$ cat config.mk
export PLATFORM = sky130hd
export DESIGN_NAME = fault_event_latch
export DESIGN_NICKNAME = d
export VERILOG_FILES = /design/src/rtl/fault_evt_pkg.sv /design/src/rtl/fault_evt_qualify.sv /design/src/rtl/fault_evt_store.sv /design/src/rtl/fault_evt_classify.sv /design/src/rtl/fault_evt_rdport.sv /design/src/rtl/fault_event_latch.sv
export SDC_FILE = /design/constraint.sdc
export NUM_CORES = 1
export LEC_CHECK = 0
export BUFFER_PORTS_ARGS = -buffer_cell sky130_fd_sc_hd__buf_2
export CORE_AREA = 3 3 76 78
export DETAILED_ROUTE_END_ITERATION = 10
export DIE_AREA = 0 0 79 81
export MAX_ROUTING_LAYER = met4
export PLACE_DENSITY = 0.62
export SLEW_MARGIN = 20
export SYNTH_ARGS = -nofsm -noshare
export SYNTH_HDL_FRONTEND = slang
export SYNTH_HIERARCHICAL = 1
export SYNTH_SLANG_ARGS = --single-unit
$ cat constraint.sdc
create_clock -name clk -period 1.15 [get_ports clk]
set_input_delay 0.115 -clock clk [delete_from_list [all_inputs] [get_ports clk]]
set_output_delay 0.115 -clock clk [all_outputs]
set_load 0.05 [all_outputs]
$ cat src/rtl/fault_evt_pkg.sv
`timescale 1ns/1ps
package fault_evt_pkg;
  localparam logic [7:0] CMD_PEEK     = 8'h08;
  localparam logic [7:0] CMD_PEEK_CLR = 8'h09;

  typedef enum logic [1:0] {
    CAUSE_START_TMO = 2'd0,
    CAUSE_DET_BAD   = 2'd1,
    CAUSE_CLS_BAD   = 2'd2,
    CAUSE_OTHER     = 2'd3
  } start_cause_e;

  function automatic logic is_discovery(input logic [1:0] code);
    return (code == CAUSE_DET_BAD) || (code == CAUSE_CLS_BAD);
  endfunction
endpackage

$ cat src/rtl/fault_evt_qualify.sv
`timescale 1ns/1ps
module fault_evt_qualify
  import fault_evt_pkg::*;
#(
  parameter int NCH = 4
) (
  input  logic [NCH-1:0]   ilim_evt,
  input  logic [NCH-1:0]   start_evt,
  input  logic [2*NCH-1:0] start_cause,
  input  logic [NCH-1:0]   auto_mode,
  input  logic [NCH-1:0]   chan_off,
  output logic [NCH-1:0]   ilim_set,
  output logic [NCH-1:0]   start_set
);
  for (genvar i = 0; i < NCH; i++) begin : g_ch
    logic drop_start;
    always_comb begin
      drop_start   = auto_mode[i] && is_discovery(start_cause[2*i +: 2]);
      start_set[i] = start_evt[i] && !drop_start && !chan_off[i];
      ilim_set[i]  = ilim_evt[i] && !chan_off[i];
    end
  end
endmodule

$ cat src/rtl/fault_evt_store.sv
`timescale 1ns/1ps
module fault_evt_store #(
  parameter int NCH = 4,
  localparam int DW = 2*NCH
) (
  input  logic           clk,
  input  logic           rst_n,
  input  logic [DW-1:0]  set_vec,
  input  logic [NCH-1:0] chan_off,
  input  logic           clr_all,
  output logic [DW-1:0]  evt_q
);
  logic [DW-1:0] off_mask;
  logic [DW-1:0] evt_d;

  always_comb begin
    off_mask = {chan_off, chan_off};
    evt_d    = ((clr_all ? '0 : evt_q) | set_vec) & ~off_mask;
  end

  always_ff @(posedge clk or negedge rst_n) begin
    if (!rst_n) evt_q <= '0;
    else        evt_q <= evt_d;
  end
endmodule

$ cat src/rtl/fault_evt_classify.sv
`timescale 1ns/1ps
module fault_evt_classify #(
  parameter int NCH = 4
) (
  input  logic             clk,
  input  logic             rst_n,
  input  logic [NCH-1:0]   start_set,
  input  logic [NCH-1:0]   pec_flag,
  input  logic [2*NCH-1:0] start_cause,
  output logic [NCH-1:0]   inrush_evt,
  output logic [NCH-1:0]   pof_wr,
  output logic [2*NCH-1:0] pof_code
);
  for (genvar i = 0; i < NCH; i++) begin : g_ch
    always_ff @(posedge clk or negedge rst_n) begin
      if (!rst_n) begin
        inrush_evt[i]    <= 1'b0;
        pof_wr[i]        <= 1'b0;
        pof_code[2*i +: 2] <= 2'd0;
      end else begin
        inrush_evt[i] <= start_set[i] && pec_flag[i];
        pof_wr[i]     <= start_set[i] && !pec_flag[i];
        if (start_set[i] && !pec_flag[i])
          pof_code[2*i +: 2] <= start_cause[2*i +: 2];
      end
    end
  end
endmodule

$ cat src/rtl/fault_evt_rdport.sv
`timescale 1ns/1ps
module fault_evt_rdport
  import fault_evt_pkg::*;
#(
  parameter int DW = 8
) (
  input  logic          clk,
  input  logic          rst_n,
  input  logic          rd_strobe,
  input  logic [7:0]    rd_cmd,
  input  logic [DW-1:0] evt_q,
  output logic          clr_all,
  output logic          rd_valid,
  output logic [DW-1:0] rd_data
);
  logic hit;

  always_comb begin
    hit     = rd_strobe && ((rd_cmd == CMD_PEEK) || (rd_cmd == CMD_PEEK_CLR));
    clr_all = rd_strobe && (rd_cmd == CMD_PEEK_CLR);
  end

  always_ff @(posedge clk or negedge rst_n) begin
    if (!rst_n) begin
      rd_valid <= 1'b0;
      rd_data  <= '0;
    end else begin
      rd_valid <= rd_strobe;
      if (rd_strobe) rd_data <= hit ? evt_q : '0;
    end
  end
endmodule

$ cat src/rtl/fault_event_latch.sv
`timescale 1ns/1ps
module fault_event_latch #(
  parameter int NCH = 4,
  localparam int DW = 2*NCH
) (
  input  logic           clk,
  input  logic           rst_n,
  input  logic [NCH-1:0] ilim_evt,
  input  logic [NCH-1:0] start_evt,
  input  logic [DW-1:0]  start_cause,
  input  logic [NCH-1:0] auto_mode,
  input  logic [NCH-1:0] pec_flag,
  input  logic [NCH-1:0] chan_off,
  input  logic [DW-1:0]  irq_mask,
  input  logic           rd_strobe,
  input  logic [7:0]     rd_cmd,
  output logic           rd_valid,
  output logic [DW-1:0]  rd_data,
  output logic           irq,
  output logic [NCH-1:0] inrush_evt,
  output logic [NCH-1:0] pof_wr,
  output logic [DW-1:0]  pof_code
);
  logic [NCH-1:0] ilim_set;
  logic [NCH-1:0] start_set;
  logic           clr_all;
  logic [DW-1:0]  evt_q;

  fault_evt_qualify #(.NCH(NCH)) u_qual (
    .ilim_evt(ilim_evt), .start_evt(start_evt), .start_cause(start_cause),
    .auto_mode(auto_mode), .chan_off(chan_off),
    .ilim_set(ilim_set), .start_set(start_set)
  );

  fault_evt_store #(.NCH(NCH)) u_store (
    .clk(clk), .rst_n(rst_n), .set_vec({ilim_set, start_set}),
    .chan_off(chan_off), .clr_all(clr_all), .evt_q(evt_q)
  );

  fault_evt_classify #(.NCH(NCH)) u_cls (
    .clk(clk), .rst_n(rst_n), .start_set(start_set), .pec_flag(pec_flag),
    .start_cause(start_cause), .inrush_evt(inrush_evt), .pof_wr(pof_wr),
    .pof_code(pof_code)
  );

  fault_evt_rdport #(.DW(DW)) u_rd (
    .clk(clk), .rst_n(rst_n), .rd_strobe(rd_strobe), .rd_cmd(rd_cmd),
    .evt_q(evt_q), .clr_all(clr_all), .rd_valid(rd_valid), .rd_data(rd_data)
  );

  assign irq = |(evt_q & irq_mask);
endmodule

# Word level (Yosys, flattened, before mapping)
# Cells that the tools add are included.
[classes] addsub=0 n_mul=0 div=0 order_cmp=0 eq_ne=10 n_shift=0 n_mux=2 bitwise=4 reduce_logical=44
[ops] op="1-bit logical AND" count=26
[ops] op="8-bit bitwise AND" count=2
[ops] op="8-bit by 4-bit equality test with 1-bit output (second input constant)" count=2
[ops] op="8-bit 2-to-1 mux" count=2
[ops] op="1-bit zero test" count=12
[ops] op="2-bit by 1-bit equality test with 1-bit output (second input constant)" count=4
[ops] op="2-bit equality test (second input constant)" count=4
[ops] op="8-bit inverter" count=1
[ops] op="8-bit OR" count=1
[ops] op="8-bit OR reduction" count=1
[ops] op="1-bit logical OR" count=5
[word_totals] register_bits=33 latchBits=0 ram_bits=0 romBits=0 in_bits=47 out_inout_bits=26 elab_cells=75 n_memories=0

# Longest topological paths before layout
# Gate-level depths: netlist of run 1.
[logic_depth] depth_word=8 ltp_mapped=6

# Modules after synthesis
# The synthesis of run 1 kept the hierarchy.
[modules_own_cells] module="fault_evt_classify" n_inst=1 cells_per_inst=32 area_per_inst_um2=605.6 seq_area_each_um2=400.4
[modules_own_cells] module="fault_evt_rdport" n_inst=1 cells_per_inst=40 area_per_inst_um2=473.0 seq_area_each_um2=225.2
[modules_own_cells] module="fault_evt_store" n_inst=1 cells_per_inst=32 area_per_inst_um2=320.3 seq_area_each_um2=200.2
[modules_own_cells] module="fault_evt_qualify" n_inst=1 cells_per_inst=16 area_per_inst_um2=105.1 seq_area_each_um2=0.0
[modules_own_cells] module="fault_event_latch" n_inst=1 cells_per_inst=5 area_per_inst_um2=36.3 seq_area_each_um2=0.0

# Worst setup path after synthesis of run 1
# Ideal clock, no wire load.
[synth_timing] kind="input to register" start="in rd_cmd[1]" end="reg u_store.evt_q[0]" setup_time_ns=0.120 arrival_time_ns=1.166 required_time_ns=1.030 setup_slack_ns=-0.136 path_stages=5 n_path_buf=1 path_cell_list="or4_4 > buf_6 > nor3_2 > nand2b_1 > a21oi_1"
[synth_via] elab_chain_cells=5
[synth_lines] element="from (decl)" line_no="fault_event_latch.sv:16" rtl="input logic [7:0] rd_cmd,"
[synth_lines] element="8-bit by 4-bit equality test with 1-bit output" line_no="fault_evt_rdport.sv:20" rtl="clr_all = rd_strobe && (rd_cmd == CMD_PEEK_CLR);"
[synth_lines] element="1-bit logical AND" line_no="fault_evt_rdport.sv:20"
[synth_lines] element="via clr_all" line_no="fault_event_latch.sv:26" rtl="logic clr_all;"
[synth_lines] element="8-bit 2-to-1 mux" line_no="fault_evt_store.sv:18" rtl="evt_d = ((clr_all ? '0 : evt_q) | set_vec) & ~off_mask;"
[synth_lines] element="8-bit OR" line_no="fault_evt_store.sv:18"
[synth_lines] element="8-bit bitwise AND" line_no="fault_evt_store.sv:18"
[synth_lines] element="via u_store.evt_d[0]" line_no="fault_evt_store.sv:14" rtl="logic [DW-1:0] evt_d;"
[synth_lines] element="to (signal assigned)" line_no="fault_evt_store.sv:23" rtl="else evt_q <= evt_d;"
[synth_lines] element="to (decl)" line_no="fault_evt_store.sv:11" rtl="output logic [DW-1:0] evt_q"
# The timed path passes the listed nets, and every way through them passes these cells.
# A chain may end at the register's enable or synchronous reset.

# Worst setup path after layout of run 1
[layout_timing] start="reg u_store.evt_q[2]" end="out irq"
[layout_via] elab_chain_cells=2
[layout_lines] element="8-bit bitwise AND" line_no="fault_event_latch.sv:51" rtl="assign irq = |(evt_q & irq_mask);"
[layout_lines] element="8-bit OR reduction" line_no="fault_event_latch.sv:51"
[layout_lines] element="to (decl)" line_no="fault_event_latch.sv:19" rtl="output logic irq,"
# No other way between the ends.

==> results of run 1 <==
[power groups by stage]
| stage | logic, µW | clock network (µW) | registers [µW] |
|---|---|---|---|
| 2_1_floorplan | 230 | 0 | 1610 |
| 3_3_place_gp | 791 | 0 | 1330 |
| 3_5_place_dp | 802 | 0 | 1330 |
| 4_1_cts | 833 | 900 | 1310 |
| 5_1_grt | 887 | 956 | 1330 |
| 6_report | 832 | 862 | 1310 |
[layer usage]
| metal | global-route usage | share of wire | wire length (µm) |
|---|---|---|---|
| met5 | - | 0 | 0 |
| met4 | 0.04639 | 0.010 | 38 |
| met3 | 0.04324 | 0.071 | 265 |
| met2 | 0.2054 | 0.48 | 1799 |
| met1 | 0.1604 | 0.44 | 1627 |
[critical path, cell delays in order (launching register included)]
cell and delay (ns):
sky130_fd_sc_hd__dfrtp_1 0.39, sky130_fd_sc_hd__a22oi_2 0.21, sky130_fd_sc_hd__nand4_1 0.16, sky130_fd_sc_hd__buf_6 0.19
[state kept, by name, indices dropped and copies added, names as in the netlist]
register          count
u_cls/pof_wr          4
u_rd/rd_valid         1
u_cls/inrush_evt      4
u_store/evt_q         8
u_rd/rd_data          8
u_cls/pof_code        8
[worst paths after layout]
path,endpoint,cells after the start
worst max-delay path,irq,3
worst min-delay path,u_cls/pof_wr[3]$_DFF_PN0_,2
worst max register to register,u_rd/rd_data[3]$_DFFE_PN0P_,3
worst min register to register,u_cls/pof_code[3]$_DFFE_PN0P_,1
max in group asynchronous,u_cls/pof_code[5]$_DFFE_PN0P_,3
min in group asynchronous,u_cls/pof_wr[3]$_DFF_PN0_,2
[cell families (layout without fill, tap and decap cells)]
family / after synthesis / in the layout / share of synthesized area
flip-flops: 33 / 33 / 0.5361
AND/OR/NAND/NOR: 28 / 28 / 0.1454
buffers and inverters: 28 / 127 / 0.07474
AO/OA/AOI/OAI: 24 / 24 / 0.1430
multiplexers: 8 / 8 / 0.07799
XOR/XNOR: 4 / 4 / 0.02274
[through the flow]
| stage | std cells | area (µm²) |
|---|---|---|
| after CTS | 294 | 2263 |
| final | 294 | 2286 |
| after global placement | 282 | 2121 |
| after detailed placement | 282 | 2121 |
| after floorplan | 125 | 1546 |
| after global routing | 294 | 2286 |
[repair_timing]
item / in CTS / in global routing
endpoints found under the setup margin: 1 / 7
pin swaps: 4 / 2
hold buffers: 1 / 0
hold endpoints to repair: 11 / 0
resized for setup: 4 / 4
buffers inserted: 4 / 0
[synthesized netlist by cell type]
| cell type | instances | share of area |
|---|---|---|
| sky130_fd_sc_hd__dfrtp_1 | 33 | 0.54 |
| sky130_fd_sc_hd__inv_1 | 25 | 0.061 |
| sky130_fd_sc_hd__a21oi_1 | 12 | 0.039 |
| sky130_fd_sc_hd__nand2b_1 | 12 | 0.049 |
| sky130_fd_sc_hd__mux2_4 | 8 | 0.078 |
| sky130_fd_sc_hd__o32ai_2 | 8 | 0.084 |
| sky130_fd_sc_hd__a22oi_1 | 4 | 0.019 |
| sky130_fd_sc_hd__and2_2 | 4 | 0.019 |
| sky130_fd_sc_hd__nor2b_1 | 4 | 0.016 |
| sky130_fd_sc_hd__nor2b_4 | 4 | 0.036 |
| sky130_fd_sc_hd__xor2_1 | 4 | 0.023 |
| sky130_fd_sc_hd__buf_2 | 2 | 0.0065 |
| sky130_fd_sc_hd__buf_6 | 1 | 0.0073 |
| sky130_fd_sc_hd__nand4_1 | 1 | 0.0041 |
| sky130_fd_sc_hd__nand4bb_1 | 1 | 0.0073 |
| sky130_fd_sc_hd__nor3_2 | 1 | 0.0065 |
| sky130_fd_sc_hd__or4_4 | 1 | 0.0073 |
[final cells by class]
class / count / area (µm²)
fillers: 530 / 2854
flip-flops and latches: 33 / 825.8
inverters: 25 / 93.84
clock buffers: 7 / 86.33
multi-input cells: 64 / 631.9
repair buffers: 95 / 560.5
well taps: 70 / 87.58
==> impl_results.html, run 1 <==
<table>
<tr><th>Metric</th><th>Value</th></tr>
<tr><th colspan="2">STA</th></tr>
<tr><td>Worst clock skew</td><td>0.004251 ns</td></tr>
<tr><td>Total negative setup slack</td><td>-0.1867 ns</td></tr>
<tr><td>Worst slew pin tran</td><td>0.3349 ns</td></tr>
<tr><td>Final critical-path share of the clock period</td><td>1.162</td></tr>
<tr><td>Achievable frequency</td><td>748.1 MHz</td></tr>
<tr><td>RSZ-0062 raised after global routing</td><td>yes</td></tr>
<tr><td>Tightest slew margin relative to the limit</td><td>0.7760</td></tr>
<tr><td>Post-Route Hold Slack</td><td>approximately 0.034 ns</td></tr>
<tr><td>Total count of hold-check failures in the final report</td><td>0</td></tr>
<tr><td>Setup Viol. Count Final</td><td>1</td></tr>
<tr><td>Min cycle time layout</td><td>between 1 and 1.5 ns</td></tr>
<tr><td>Pins Over Slew Limit</td><td>0</td></tr>
<tr><td>Post-route worst setup slack</td><td>-0.1867 ns</td></tr>
<tr><th colspan="2">Placement</th></tr>
<tr><td>Number of input and output port buffers inserted</td><td>72</td></tr>
<tr><td>Detailed placement HPWL</td><td>just under 3000 µm</td></tr>
<tr><td>Worst Setup Slack post-DPL</td><td>-0.2238 ns</td></tr>
<tr><td>Gp weighted congestion</td><td>0.7540</td></tr>
<tr><th colspan="2">Worst setup path</th></tr>
<tr><td>Start-to-end type of the worst setup path</td><td>reg -&gt; out</td></tr>
<tr><td>Register-to-Register Setup Slack</td><td>about 0.30 ns</td></tr>
<tr><td>Endpoint class of the critical path</td><td>output pin</td></tr>
<tr><td>CP required</td><td>between 1 and 1.5 ns</td></tr>
<tr><td>Data arrival, critical path</td><td>1.22 ns</td></tr>
<tr><td>Worst R2R Start</td><td>u_store/evt_q[3]$_DFF_PN0_</td></tr>
<tr><td>Largest fanout of any net on the critical path</td><td>2</td></tr>
<tr><td>Startpoint types</td><td>register</td></tr>
<tr><td>Worst setup path start</td><td>u_store/evt_q[2]$_DFF_PN0_</td></tr>
<tr><th colspan="2">Power and ir drop</th></tr>
<tr><td>Pwr/cell area</td><td>roughly 1300 mW/mm²</td></tr>
<tr><td>Part of the power in combinational logic</td><td>0.277</td></tr>
<tr><td>Overall power after layout</td><td>around 3000 µW</td></tr>
<tr><td>Power spent charging and discharging nets</td><td>950.1 µW</td></tr>
<tr><td>Relative contribution of sequential cells to total power</td><td>0.437</td></tr>
<tr><td>Cell leakage power</td><td>0.001142 µW</td></tr>
<tr><td>Internal power contribution</td><td>2058 µW</td></tr>
<tr><td>Peak supply drop</td><td>0.7714 mV</td></tr>
<tr><td>Power share of the clock group</td><td>0.287</td></tr>
<tr><td>Switching power as a share of total power</td><td>0.3159</td></tr>
<tr><th colspan="2">Synthesis</th></tr>
<tr><td>Sequential-to-total area share from yosys stat</td><td>0.5361</td></tr>
<tr><td>Mean instance size in the synthesized netlist</td><td>12.32 µm²</td></tr>
<tr><td>Yosys warns</td><td>6</td></tr>
<tr><td>Synth Register Bits</td><td>33</td></tr>
<tr><td>Syn Nets</td><td>172</td></tr>
<tr><td>Number of cells produced by synthesis</td><td>around 130</td></tr>
<tr><td>Netlist Area Pre-Place</td><td>~0.0015 mm²</td></tr>
<tr><td>Number of unique standard cell types used by synthesis</td><td>17</td></tr>
<tr><th colspan="2">Floorplan</th></tr>
<tr><td>Starting density of the core</td><td>0.2997</td></tr>
<tr><td>Die boundary height</td><td>81 µm</td></tr>
<tr><td>Die area</td><td>0.006399 mm²</td></tr>
<tr><td>Core region area</td><td>0.005140 mm²</td></tr>
<tr><td>Num rows</td><td>26</td></tr>
<tr><td>Io pins</td><td>73</td></tr>
<tr><td>X dimension of the die</td><td>79 µm</td></tr>
<tr><th colspan="2">Drt</th></tr>
<tr><td>Total length of routed wires</td><td>~3700 µm</td></tr>
<tr><td>1st-iter DRT viols</td><td>37</td></tr>
<tr><td>Per-cell routed wire length</td><td>between 10 and 15 µm</td></tr>
<tr><td>Total via count in the routed design</td><td>1,267</td></tr>
<tr><td>Post-route DRC</td><td>0</td></tr>
<tr><td>DR pass1 iterations</td><td>3</td></tr>
<tr><td>Post-DR vias/cell</td><td>~4.3</td></tr>
<tr><td>Number of routed nets with antenna violations</td><td>0</td></tr>
<tr><th colspan="2">Global route</th></tr>
<tr><td>Largest net degree at the start of global routing</td><td>23</td></tr>
<tr><td>Wire length of the first global-routing pass</td><td>around 6200 µm</td></tr>
<tr><td>Via count of the first global-routing pass</td><td>about 1,300</td></tr>
<tr><td>Initial antenna violation count</td><td>0</td></tr>
<tr><td>Remaining global-route overflow</td><td>0</td></tr>
<tr><td>Total track usage</td><td>0.1316</td></tr>
<tr><th colspan="2">Finish</th></tr>
<tr><td>Area Growth Syn to Fin</td><td>48.42%</td></tr>
<tr><td>Number of nets at the end of the flow</td><td>271</td></tr>
<tr><td>Commonest non-fill, non-tap cells in the layout</td><td>sky130_fd_sc_hd__buf_2 (70), sky130_fd_sc_hd__dfrtp_1 (33), sky130_fd_sc_hd__inv_1 (25), sky130_fd_sc_hd__buf_4 (21)</td></tr>
<tr><td>Final Core Density</td><td>0.4447</td></tr>
<tr><td>Fraction of final layout cells with drive strength greater than 1</td><td>0.5848</td></tr>
<tr><td>Most common cell after layout, fill and taps aside</td><td>sky130_fd_sc_hd__buf_2</td></tr>
<tr><td>Antenna diodes</td><td>0</td></tr>
<tr><th colspan="2">Clock network</th></tr>
<tr><td>CTS clock-pin slew for the worst setup and hold paths</td><td>0.07 ns</td></tr>
<tr><td>Worst-Skew Late Latency</td><td>0.28 ns</td></tr>
<tr><td>Number of CTS-inserted buffers</td><td>5</td></tr>
<tr><td>Root Driver</td><td>sky130_fd_sc_hd__clkbuf_8</td></tr>
<tr><td>Clock tree sinks</td><td>33</td></tr>
<tr><td>Maximum buffer depth of the clock tree</td><td>2</td></tr>
<tr><td>TritonCTS clock tree</td><td>built</td></tr>
<tr><td>Max H-tree Level</td><td>2</td></tr>
<tr><th colspan="2">Outcome</th></tr>
<tr><td>Status</td><td>complete, but fails checks</td></tr>
<tr><td>Violated checks</td><td>setup timing</td></tr>
<tr><th colspan="2">Hold path</th></tr>
<tr><td>Min-delay src</td><td>pec_flag[3]</td></tr>
<tr><td>Path type of the worst min-delay path</td><td>in -&gt; reg</td></tr>
<tr><th colspan="2">Run</th></tr>
<tr><td>Maximum capacitance violations</td><td>0</td></tr>
</table>
(Power assumes the default switching activity.)
==> run 2: changes to the inputs <==
Settings changed: CELL_PAD_IN_SITES_DETAIL_PLACEMENT set to 0, CELL_PAD_IN_SITES_GLOBAL_PLACEMENT set to 1, PLACE_DENSITY 0.62 to 0.76, RECOVER_POWER set to 100.
==> run 2 against run 1 <==
Net effect: the flow still finishes with violations (setup timing); cell count grew 0.34%; cell area decreased by 6.0%; sequential power hardly changed; hold slack worse by 0.0041 ns; non-clock buffer count did not move; critical path depth is the same; register-to-register slack worse by 0.05 ns; critical endpoint unchanged; highest routed layer unchanged.
==> impl_results.html, run 2 (synthesis gave the netlist of run 1 again) <==
<table>
<tr><th>Metric</th><th>Value</th></tr>
<tr><th colspan="2">Drt</th></tr>
<tr><td>Per-cell routed wire length</td><td>11.79 µm (-7.1%)</td></tr>
<tr><td>1st-iter DRT viols</td><td>28 (-24%)</td></tr>
<tr><td>DR pass1 iterations</td><td>4 (+1)</td></tr>
<tr><td>Total length of routed wires</td><td>3477 µm (-6.8%)</td></tr>
<tr><td>Total via count in the routed design</td><td>1,253 (-1.1%)</td></tr>
<tr><td>Post-route DRC</td><td>0 (unchanged)</td></tr>
<tr><td>Post-DR vias/cell</td><td>4.247 (-1.4%)</td></tr>
<tr><td>Number of routed nets with antenna violations</td><td>0 (unchanged)</td></tr>
<tr><th colspan="2">Finish</th></tr>
<tr><td>Number of nets at the end of the flow</td><td>271 (unchanged)</td></tr>
<tr><td>Commonest non-fill, non-tap cells in the layout</td><td>sky130_fd_sc_hd__buf_2 (46), sky130_fd_sc_hd__dfrtp_1 (33), sky130_fd_sc_hd__clkbuf_2 (26), sky130_fd_sc_hd__inv_1 (25), sky130_fd_sc_hd__buf_4 (15)</td></tr>
<tr><td>Antenna diodes</td><td>0 (unchanged)</td></tr>
<tr><td>Area Growth Syn to Fin</td><td>39.48%</td></tr>
<tr><td>Final instance count without filler cells</td><td>295 (+0.34%)</td></tr>
<tr><td>Most common cell after layout, fill and taps aside</td><td>sky130_fd_sc_hd__buf_2</td></tr>
<tr><td>Fraction of final layout cells with drive strength greater than 1</td><td>0.5156 (-0.06927)</td></tr>
<tr><td>Largest registers</td><td>u_cls/pof_code x8, u_rd/rd_data x8, u_store/evt_q x8</td></tr>
<tr><th colspan="2">Worst setup path</th></tr>
<tr><td>CP required</td><td>1.03 ns (about the same)</td></tr>
<tr><td>Cell family with the largest share of critical-path delay</td><td>flip-flops</td></tr>
<tr><td>Largest fanout of any net on the critical path</td><td>2 (unchanged)</td></tr>
<tr><td>Data arrival, critical path</td><td>1.17 ns (-0.05 ns)</td></tr>
<tr><td>Ordered cell list for the critical path</td><td>a22oi_1 &gt; nand4_1 &gt; buf_6</td></tr>
<tr><td>Reg2Reg Depth</td><td>3 (unchanged)</td></tr>
<tr><td>Startpoint types</td><td>register</td></tr>
<tr><td>Sum of buffers and inverters on the critical path</td><td>1 (unchanged)</td></tr>
<tr><td>Critical-path top delay cell</td><td>sky130_fd_sc_hd__dfrtp_1</td></tr>
<tr><td>Endpoint class of the critical path</td><td>output pin</td></tr>
<tr><td>Start-to-end type of the worst setup path</td><td>reg -&gt; out</td></tr>
<tr><td>Worst path depth</td><td>3 (unchanged)</td></tr>
<tr><td>Delay of the slowest cell on the worst path</td><td>0.40 ns (about the same)</td></tr>
<tr><th colspan="2">Power and ir drop</th></tr>
<tr><td>Internal power contribution</td><td>2058 µW (about the same)</td></tr>
<tr><td>Part of the power in combinational logic</td><td>0.248 (-0.029)</td></tr>
<tr><td>Pwr/cell area</td><td>1396 mW/mm² (+6.1%)</td></tr>
<tr><td>Cell leakage power</td><td>0.001082 µW (-5.3%)</td></tr>
<tr><td>Switching power as a share of total power</td><td>0.3138 (-0.002097)</td></tr>
<tr><td>Power spent charging and discharging nets</td><td>941.1 µW (-0.95%)</td></tr>
<tr><td>Power share of the clock group</td><td>0.316 (+0.029)</td></tr>
<tr><td>Peak supply drop</td><td>0.7657 mV (-0.75%)</td></tr>
<tr><td>Relative contribution of sequential cells to total power</td><td>0.436 (about the same)</td></tr>
<tr><th colspan="2">Clock network</th></tr>
<tr><td>TritonCTS clock tree</td><td>built</td></tr>
<tr><td>Number of CTS-inserted buffers</td><td>5 (unchanged)</td></tr>
<tr><td>Worst-Skew Late Latency</td><td>0.28 ns (about the same)</td></tr>
<tr><td>CTS clock-pin slew for the worst setup and hold paths</td><td>0.07 ns (about the same)</td></tr>
<tr><td>Max H-tree Level</td><td>2 (unchanged)</td></tr>
<tr><td>Maximum buffer depth of the clock tree</td><td>2 (unchanged)</td></tr>
<tr><td>Root Driver</td><td>sky130_fd_sc_hd__clkbuf_8</td></tr>
<tr><td>Clock tree sinks</td><td>33 (unchanged)</td></tr>
<tr><th colspan="2">STA</th></tr>
<tr><td>Total count of hold-check failures in the final report</td><td>0 (unchanged)</td></tr>
<tr><td>Worst slew pin tran</td><td>0.4461 ns (+0.1113 ns)</td></tr>
<tr><td>Setup Viol. Count Final</td><td>1 (unchanged)</td></tr>
<tr><td>Achievable frequency</td><td>780.9 MHz (+4.4%)</td></tr>
<tr><td>Post-Route Hold Slack</td><td>0.02992 ns (-0.004079 ns)</td></tr>
<tr><td>Final critical-path share of the clock period</td><td>1.114 (-0.04884)</td></tr>
<tr><td>Tightest slew margin relative to the limit</td><td>0.7026 (-0.07346)</td></tr>
<tr><td>Worst clock skew</td><td>0.004563 ns (+0.0003120 ns)</td></tr>
<tr><td>RSZ-0062 raised after global routing</td><td>yes</td></tr>
<tr><td>Post-route worst setup slack</td><td>-0.1305 ns (+0.05617 ns)</td></tr>
<tr><td>Pins Over Slew Limit</td><td>0 (unchanged)</td></tr>
<tr><td>Min cycle time layout</td><td>1.281 ns (-0.05617 ns)</td></tr>
<tr><th colspan="2">Floorplan</th></tr>
<tr><td>Core region area</td><td>0.005140 mm² (unchanged)</td></tr>
<tr><td>Starting density of the core</td><td>0.2997 (unchanged)</td></tr>
<tr><td>Die boundary height</td><td>81 µm (unchanged)</td></tr>
<tr><td>Die area</td><td>0.006399 mm² (unchanged)</td></tr>
<tr><td>X dimension of the die</td><td>79 µm (unchanged)</td></tr>
<tr><td>Num rows</td><td>26 (unchanged)</td></tr>
<tr><td>Io pins</td><td>73 (unchanged)</td></tr>
<tr><th colspan="2">Global route</th></tr>
<tr><td>Via count of the first global-routing pass</td><td>1,301 (-3.3%)</td></tr>
<tr><td>Remaining global-route overflow</td><td>0 (unchanged)</td></tr>
<tr><td>Largest net degree at the start of global routing</td><td>34 (+48%)</td></tr>
<tr><td>Total track usage</td><td>0.1209 (-0.01067)</td></tr>
<tr><td>Wire length of the first global-routing pass</td><td>5802 µm (-6.4%)</td></tr>
<tr><td>Initial antenna violation count</td><td>0 (unchanged)</td></tr>
<tr><th colspan="2">Hold path</th></tr>
<tr><td>Path type of the worst min-delay path</td><td>in -&gt; reg</td></tr>
<tr><td>Cells on Worst Hold Path</td><td>2 (unchanged)</td></tr>
<tr><th colspan="2">Placement</th></tr>
<tr><td>Number of input and output port buffers inserted</td><td>72 (unchanged)</td></tr>
<tr><td>Gp weighted congestion</td><td>0.7295 (-3.2%)</td></tr>
<tr><td>Detailed placement HPWL</td><td>2694 µm (-6.7%)</td></tr>
<tr><td>Count of placed standard cells including taps</td><td>281 (-0.35%)</td></tr>
<tr><th colspan="2">Outcome</th></tr>
<tr><td>Status</td><td>complete, but fails checks</td></tr>
<tr><td>Violated checks</td><td>setup timing</td></tr>
<tr><th colspan="2">Run</th></tr>
<tr><td>Maximum capacitance violations</td><td>0 (unchanged)</td></tr>
</table>
==> run 2: cell count changes in the layout (fill, tap and decap cells not counted), moves of 4 or more <==
cell and change:
sky130_fd_sc_hd__clkbuf_2 +26, sky130_fd_sc_hd__buf_2 -24, sky130_fd_sc_hd__mux2_4 -8, sky130_fd_sc_hd__o32ai_1 +7, sky130_fd_sc_hd__o32ai_2 -7, sky130_fd_sc_hd__buf_4 -6
sky130_fd_sc_hd__clkbuf_4 +5, sky130_fd_sc_hd__mux2_2 +5, sky130_fd_sc_hd__nor2b_1 +4, sky130_fd_sc_hd__nor2b_4 -4
==> run 2: path summary, 6_finish.rpt <==
| kind | start | endpoint | slack [ns] |
|---|---|---|---|
| max in group asynchronous | rst_n | u_cls/pof_wr[0]$_DFF_PN0_ | 0.41 |
| min in group asynchronous | rst_n | u_cls/pof_wr[3]$_DFF_PN0_ | 0.42 |
| worst max-delay path | u_store/evt_q[5]$_DFF_PN0_ | irq | -0.13 |
| worst max register to register | u_store/evt_q[3]$_DFF_PN0_ | u_rd/rd_data[3]$_DFFE_PN0P_ | 0.25 |
| worst min register to register | u_cls/pof_code[2]$_DFFE_PN0P_ | u_cls/pof_code[2]$_DFFE_PN0P_ | 0.49 |
| worst min-delay path | pec_flag[3] | u_cls/pof_wr[3]$_DFF_PN0_ | 0.03 |
==> run 2: power groups by stage <==
stage               combinational, µW  clock (µW)  sequential, µW
CTS                               823         988            1310
finish                            743         948            1310
global route                      801        1050            1330
floorplan                         230           0            1610
global placement                  783           0            1330
detailed placement                790           0            1330
==> run 2: layer usage <==
metal	wire [µm]	track usage	vias to the layer above
met5	0	-	-
met4	31	0.03608	0
met3	342	0.05654	4
met2	1580	0.1818	49
met1	1522	0.1452	590
li1	-	-	610
==> run 2: per-stage QoR <==
| stage | setup TNS, ns | instance area, µm² | total power [µW] | utilization | worst slack, ns |
|---|---|---|---|---|---|
| after floorplan | -0.7206 | 1546 | 1836 | - | -0.08909 |
| after global placement | -2.891 | 2101 | 2112 | 0.4087 | -0.2145 |
| after detailed placement | -3.226 | 2101 | 2119 | 0.4087 | -0.2485 |
| after CTS | -0.1559 | 2258 | 3121 | 0.4394 | -0.1559 |
| after global routing | -0.2376 | 2148 | 3175 | 0.4180 | -0.2014 |
| final | -0.1305 | 2148 | 2999 | 0.4180 | -0.1305 |
==> run 2: layout make-up <==
type / instances / area [µm²]
Tap cell: 70 / 87.58
Fill cell: 569 / 2992
Clock inverter: 1 / 5.005
Timing Repair Buffer: 95 / 535.5
Sequential cell: 33 / 825.8
Inverter: 25 / 93.84
Clock buffer: 7 / 96.34
Multi-Input combinational cell: 64 / 504.2
==> run 2: repair_timing <==
item / CTS / global route
hold buffers: 1 / 0
endpoints found under the setup margin: 1 / 4
endpoints found under the hold margin: 33 / 0
pin swaps: 2 / 2
setup buffers: 4 / 1
resized for setup: 4 / 3
==> run 3: changes to the inputs <==
Settings changed: BUFFER_PORTS_ARGS -buffer_cell sky130_fd_sc_hd__buf_2 to -buffer_cell sky130_fd_sc_hd__buf_4.
==> run 3 against run 2 <==
Net effect: the flow still finishes with violations (setup timing); non-clock buffer count down 4; highest routed layer unchanged; critical path depth unchanged; die area unchanged; power down 3.9%; wire length up 2.6%; clock skew down 0.0033 ns; register-to-register slack better by 0.03 ns.
==> impl_results.html, run 3 (synthesis gave the netlist of run 1 again) <==
<table>
<tr><th>Metric</th><th>Value</th></tr>
<tr><th colspan="2">Worst setup path</th></tr>
<tr><td>Worst R2R Start</td><td>u_store/evt_q[0]$_DFF_PN0_</td></tr>
<tr><td>Startpoint types</td><td>register</td></tr>
<tr><td>CP required</td><td>1.03 ns (about the same)</td></tr>
<tr><td>Worst setup path start</td><td>u_store/evt_q[2]$_DFF_PN0_</td></tr>
<tr><td>Capture instance of the worst register-to-register path</td><td>u_rd/rd_data[0]$_DFFE_PN0P_</td></tr>
<tr><td>Sum of buffers and inverters on the critical path</td><td>1 (unchanged)</td></tr>
<tr><td>Data arrival, critical path</td><td>1.19 ns (+0.02 ns)</td></tr>
<tr><td>Critical-path top delay cell</td><td>sky130_fd_sc_hd__dfrtp_1</td></tr>
<tr><td>Reg2Reg Depth</td><td>3 (unchanged)</td></tr>
<tr><td>Delay of the slowest cell on the worst path</td><td>0.39 ns (about the same)</td></tr>
<tr><td>Endpoint class of the critical path</td><td>output pin</td></tr>
<tr><td>Cell family with the largest share of critical-path delay</td><td>flip-flops</td></tr>
<tr><td>Largest fanout of any net on the critical path</td><td>2 (unchanged)</td></tr>
<tr><td>Ordered cell list for the critical path</td><td>a22oi_2 &gt; nand4_1 &gt; buf_6</td></tr>
<tr><td>Register-to-Register Setup Slack</td><td>0.28 ns (+0.03 ns)</td></tr>
<tr><td>Start-to-end type of the worst setup path</td><td>reg -&gt; out</td></tr>
<tr><th colspan="2">Global route</th></tr>
<tr><td>Initial antenna violation count</td><td>0 (unchanged)</td></tr>
<tr><td>Via count of the first global-routing pass</td><td>1,291 (-0.77%)</td></tr>
<tr><td>Largest net degree at the start of global routing</td><td>34 (unchanged)</td></tr>
<tr><td>Total track usage</td><td>0.1223 (+0.001430)</td></tr>
<tr><td>Wire length of the first global-routing pass</td><td>5816 µm (+0.24%)</td></tr>
<tr><td>Remaining global-route overflow</td><td>0 (unchanged)</td></tr>
<tr><th colspan="2">STA</th></tr>
<tr><td>Total negative setup slack</td><td>-0.1600 ns (-0.02945 ns)</td></tr>
<tr><td>Min cycle time layout</td><td>1.310 ns (+0.02945 ns)</td></tr>
<tr><td>RSZ-0062 raised after global routing</td><td>yes</td></tr>
<tr><td>Pins Over Slew Limit</td><td>0 (unchanged)</td></tr>
<tr><td>Worst clock skew</td><td>0.001254 ns (-0.003310 ns)</td></tr>
<tr><td>Final critical-path share of the clock period</td><td>1.139 (+0.02561)</td></tr>
<tr><td>Setup Viol. Count Final</td><td>1 (unchanged)</td></tr>
<tr><td>Achievable frequency</td><td>763.4 MHz (-2.2%)</td></tr>
<tr><td>Worst slew pin tran</td><td>0.7356 ns (+0.2895 ns)</td></tr>
<tr><td>Total count of hold-check failures in the final report</td><td>0 (unchanged)</td></tr>
<tr><td>Post-route worst setup slack</td><td>-0.1600 ns (-0.02945 ns)</td></tr>
<tr><td>Tightest slew margin relative to the limit</td><td>0.5096 (-0.1930)</td></tr>
<tr><th colspan="2">Power and ir drop</th></tr>
<tr><td>Peak supply drop</td><td>0.7652 mV (about the same)</td></tr>
<tr><td>Pwr/cell area</td><td>1307 mW/mm² (-6.4%)</td></tr>
<tr><td>Cell leakage power</td><td>0.001089 µW (+0.68%)</td></tr>
<tr><th colspan="2">Clock network</th></tr>
<tr><td>TritonCTS clock tree</td><td>built</td></tr>
<tr><td>Worst-Skew Late Latency</td><td>0.27 ns (about the same)</td></tr>
<tr><td>Maximum buffer depth of the clock tree</td><td>2 (unchanged)</td></tr>
<tr><td>CTS clock-pin slew for the worst setup and hold paths</td><td>0.06 ns (about the same)</td></tr>
<tr><td>Max H-tree Level</td><td>2 (unchanged)</td></tr>
<tr><td>Clock tree sinks</td><td>33 (unchanged)</td></tr>
<tr><td>Number of CTS-inserted buffers</td><td>5 (unchanged)</td></tr>
<tr><td>Root Driver</td><td>sky130_fd_sc_hd__clkbuf_8</td></tr>
<tr><th colspan="2">Finish</th></tr>
<tr><td>Final Core Density</td><td>0.4289 (+0.01095)</td></tr>
<tr><td>Number of nets at the end of the flow</td><td>267 (-1.5%)</td></tr>
<tr><td>Most common cell after layout, fill and taps aside</td><td>sky130_fd_sc_hd__buf_4</td></tr>
<tr><td>Antenna diodes</td><td>0 (unchanged)</td></tr>
<tr><td>Final instance count without filler cells</td><td>291 (-1.4%)</td></tr>
<tr><td>Final design area excluding fillers</td><td>0.002205 mm² (+2.6%)</td></tr>
<tr><td>Fraction of final layout cells with drive strength greater than 1</td><td>0.4796 (-0.03592)</td></tr>
<tr><td>Largest registers</td><td>u_cls/pof_code x8, u_rd/rd_data x8, u_store/evt_q x8</td></tr>
<tr><td>Fill cell total of the finished layout</td><td>553 (-2.8%)</td></tr>
<tr><td>Commonest non-fill, non-tap cells in the layout</td><td>sky130_fd_sc_hd__buf_4 (56), sky130_fd_sc_hd__dfrtp_1 (33), sky130_fd_sc_hd__clkbuf_2 (26), sky130_fd_sc_hd__inv_1 (25)</td></tr>
<tr><td>Area Growth Syn to Fin</td><td>43.14%</td></tr>
<tr><th colspan="2">Hold path</th></tr>
<tr><td>Sink of the worst hold path</td><td>u_cls/pof_wr[0]$_DFF_PN0_</td></tr>
<tr><td>Min-delay src</td><td>pec_flag[0]</td></tr>
<tr><td>Path type of the worst min-delay path</td><td>in -&gt; reg</td></tr>
<tr><td>Cells on Worst Hold Path</td><td>2 (unchanged)</td></tr>
<tr><th colspan="2">Placement</th></tr>
<tr><td>Number of input and output port buffers inserted</td><td>72 (unchanged)</td></tr>
<tr><td>Detailed placement HPWL</td><td>2786 µm (+3.4%)</td></tr>
<tr><td>Count of placed standard cells including taps</td><td>278 (-1.1%)</td></tr>
<tr><td>Worst Setup Slack post-DPL</td><td>-0.2824 ns (-0.03394 ns)</td></tr>
<tr><td>Post-Place Cell Area</td><td>0.002258 mm² (+7.5%)</td></tr>
<tr><td>Gp weighted congestion</td><td>0.6696 (-8.2%)</td></tr>
<tr><th colspan="2">Floorplan</th></tr>
<tr><td>Die area</td><td>0.006399 mm² (unchanged)</td></tr>
<tr><td>Core region area</td><td>0.005140 mm² (unchanged)</td></tr>
<tr><td>Die boundary height</td><td>81 µm (unchanged)</td></tr>
<tr><td>Starting density of the core</td><td>0.2997 (unchanged)</td></tr>
<tr><td>Num rows</td><td>26 (unchanged)</td></tr>
<tr><td>Io pins</td><td>73 (unchanged)</td></tr>
<tr><td>X dimension of the die</td><td>79 µm (unchanged)</td></tr>
<tr><th colspan="2">Run</th></tr>
<tr><td>Maximum capacitance violations</td><td>0 (unchanged)</td></tr>
<tr><th colspan="2">Drt</th></tr>
<tr><td>Post-DR vias/cell</td><td>4.124 (-2.9%)</td></tr>
<tr><td>Total via count in the routed design</td><td>1,200 (-4.2%)</td></tr>
<tr><td>Per-cell routed wire length</td><td>12.25 µm (+4.0%)</td></tr>
<tr><td>1st-iter DRT viols</td><td>21 (-25%)</td></tr>
<tr><td>Total length of routed wires</td><td>3566 µm (+2.6%)</td></tr>
<tr><td>Post-route DRC</td><td>0 (unchanged)</td></tr>
<tr><td>Number of routed nets with antenna violations</td><td>0 (unchanged)</td></tr>
<tr><td>DR pass1 iterations</td><td>4 (unchanged)</td></tr>
<tr><th colspan="2">Outcome</th></tr>
<tr><td>Violated checks</td><td>setup timing</td></tr>
<tr><td>Status</td><td>complete, but fails checks</td></tr>
</table>
-- run 3: worst max path at each step --
stage	endpoint	slack, ns	cells after the start
2_1_floorplan	u_store/evt_q[0]$_DFF_PN0_	-0.09	5
3_3_place_gp	u_store/evt_q[3]$_DFF_PN0_	-0.22	5
3_5_place_dp	u_store/evt_q[2]$_DFF_PN0_	-0.28	5
4_1_cts	irq	-0.16	3
5_1_grt	irq	-0.20	3
6_report	irq	-0.16	3
-- run 3: area by class of cell --
type / instances / area, µm² / area share
Clock buffer: 8 / 80.08 / 0.03632
Sequential cell: 33 / 825.8 / 0.3746
Timing Repair Buffer: 91 / 614.3 / 0.2787
Multi-Input combinational cell: 64 / 503.0 / 0.2282
Tap cell: 70 / 87.58 / 0.03973
Inverter: 25 / 93.84 / 0.04257
-- run 3: metrics by stage --
step                      power (µW)  hold WS (ns)
after global placement          2204       0.08906
after CTS                       3069      0.003657
after detailed placement        2211       0.08359
after floorplan                 1836       -0.1806
after global routing            3059       0.01834
final                           2881       0.02779
-- run 3: repair_timing --
action	CTS	global route
setup buffers	4	0
pin swaps	2	1
endpoints found under the hold margin	33	0
gates resized for setup	3	0
setup endpoints to repair	1	1
hold buffers	1	0
-- run 3: layer usage --
metal	share of wire	global-route usage	vias to the layer above
li1	-	-	601
met5	0	-	-
met3	0.10	0.06541	2
met1	0.41	0.1493	551
met4	0.0076	0.02577	0
met2	0.48	0.1801	46
-- run 3: report_power, final --
group | internal [µW] | switching [µW] | total [µW]
combinational | 290 | 484 | 774
clock | 429 | 371 | 800
sequential | 1260 | 49.6 | 1310
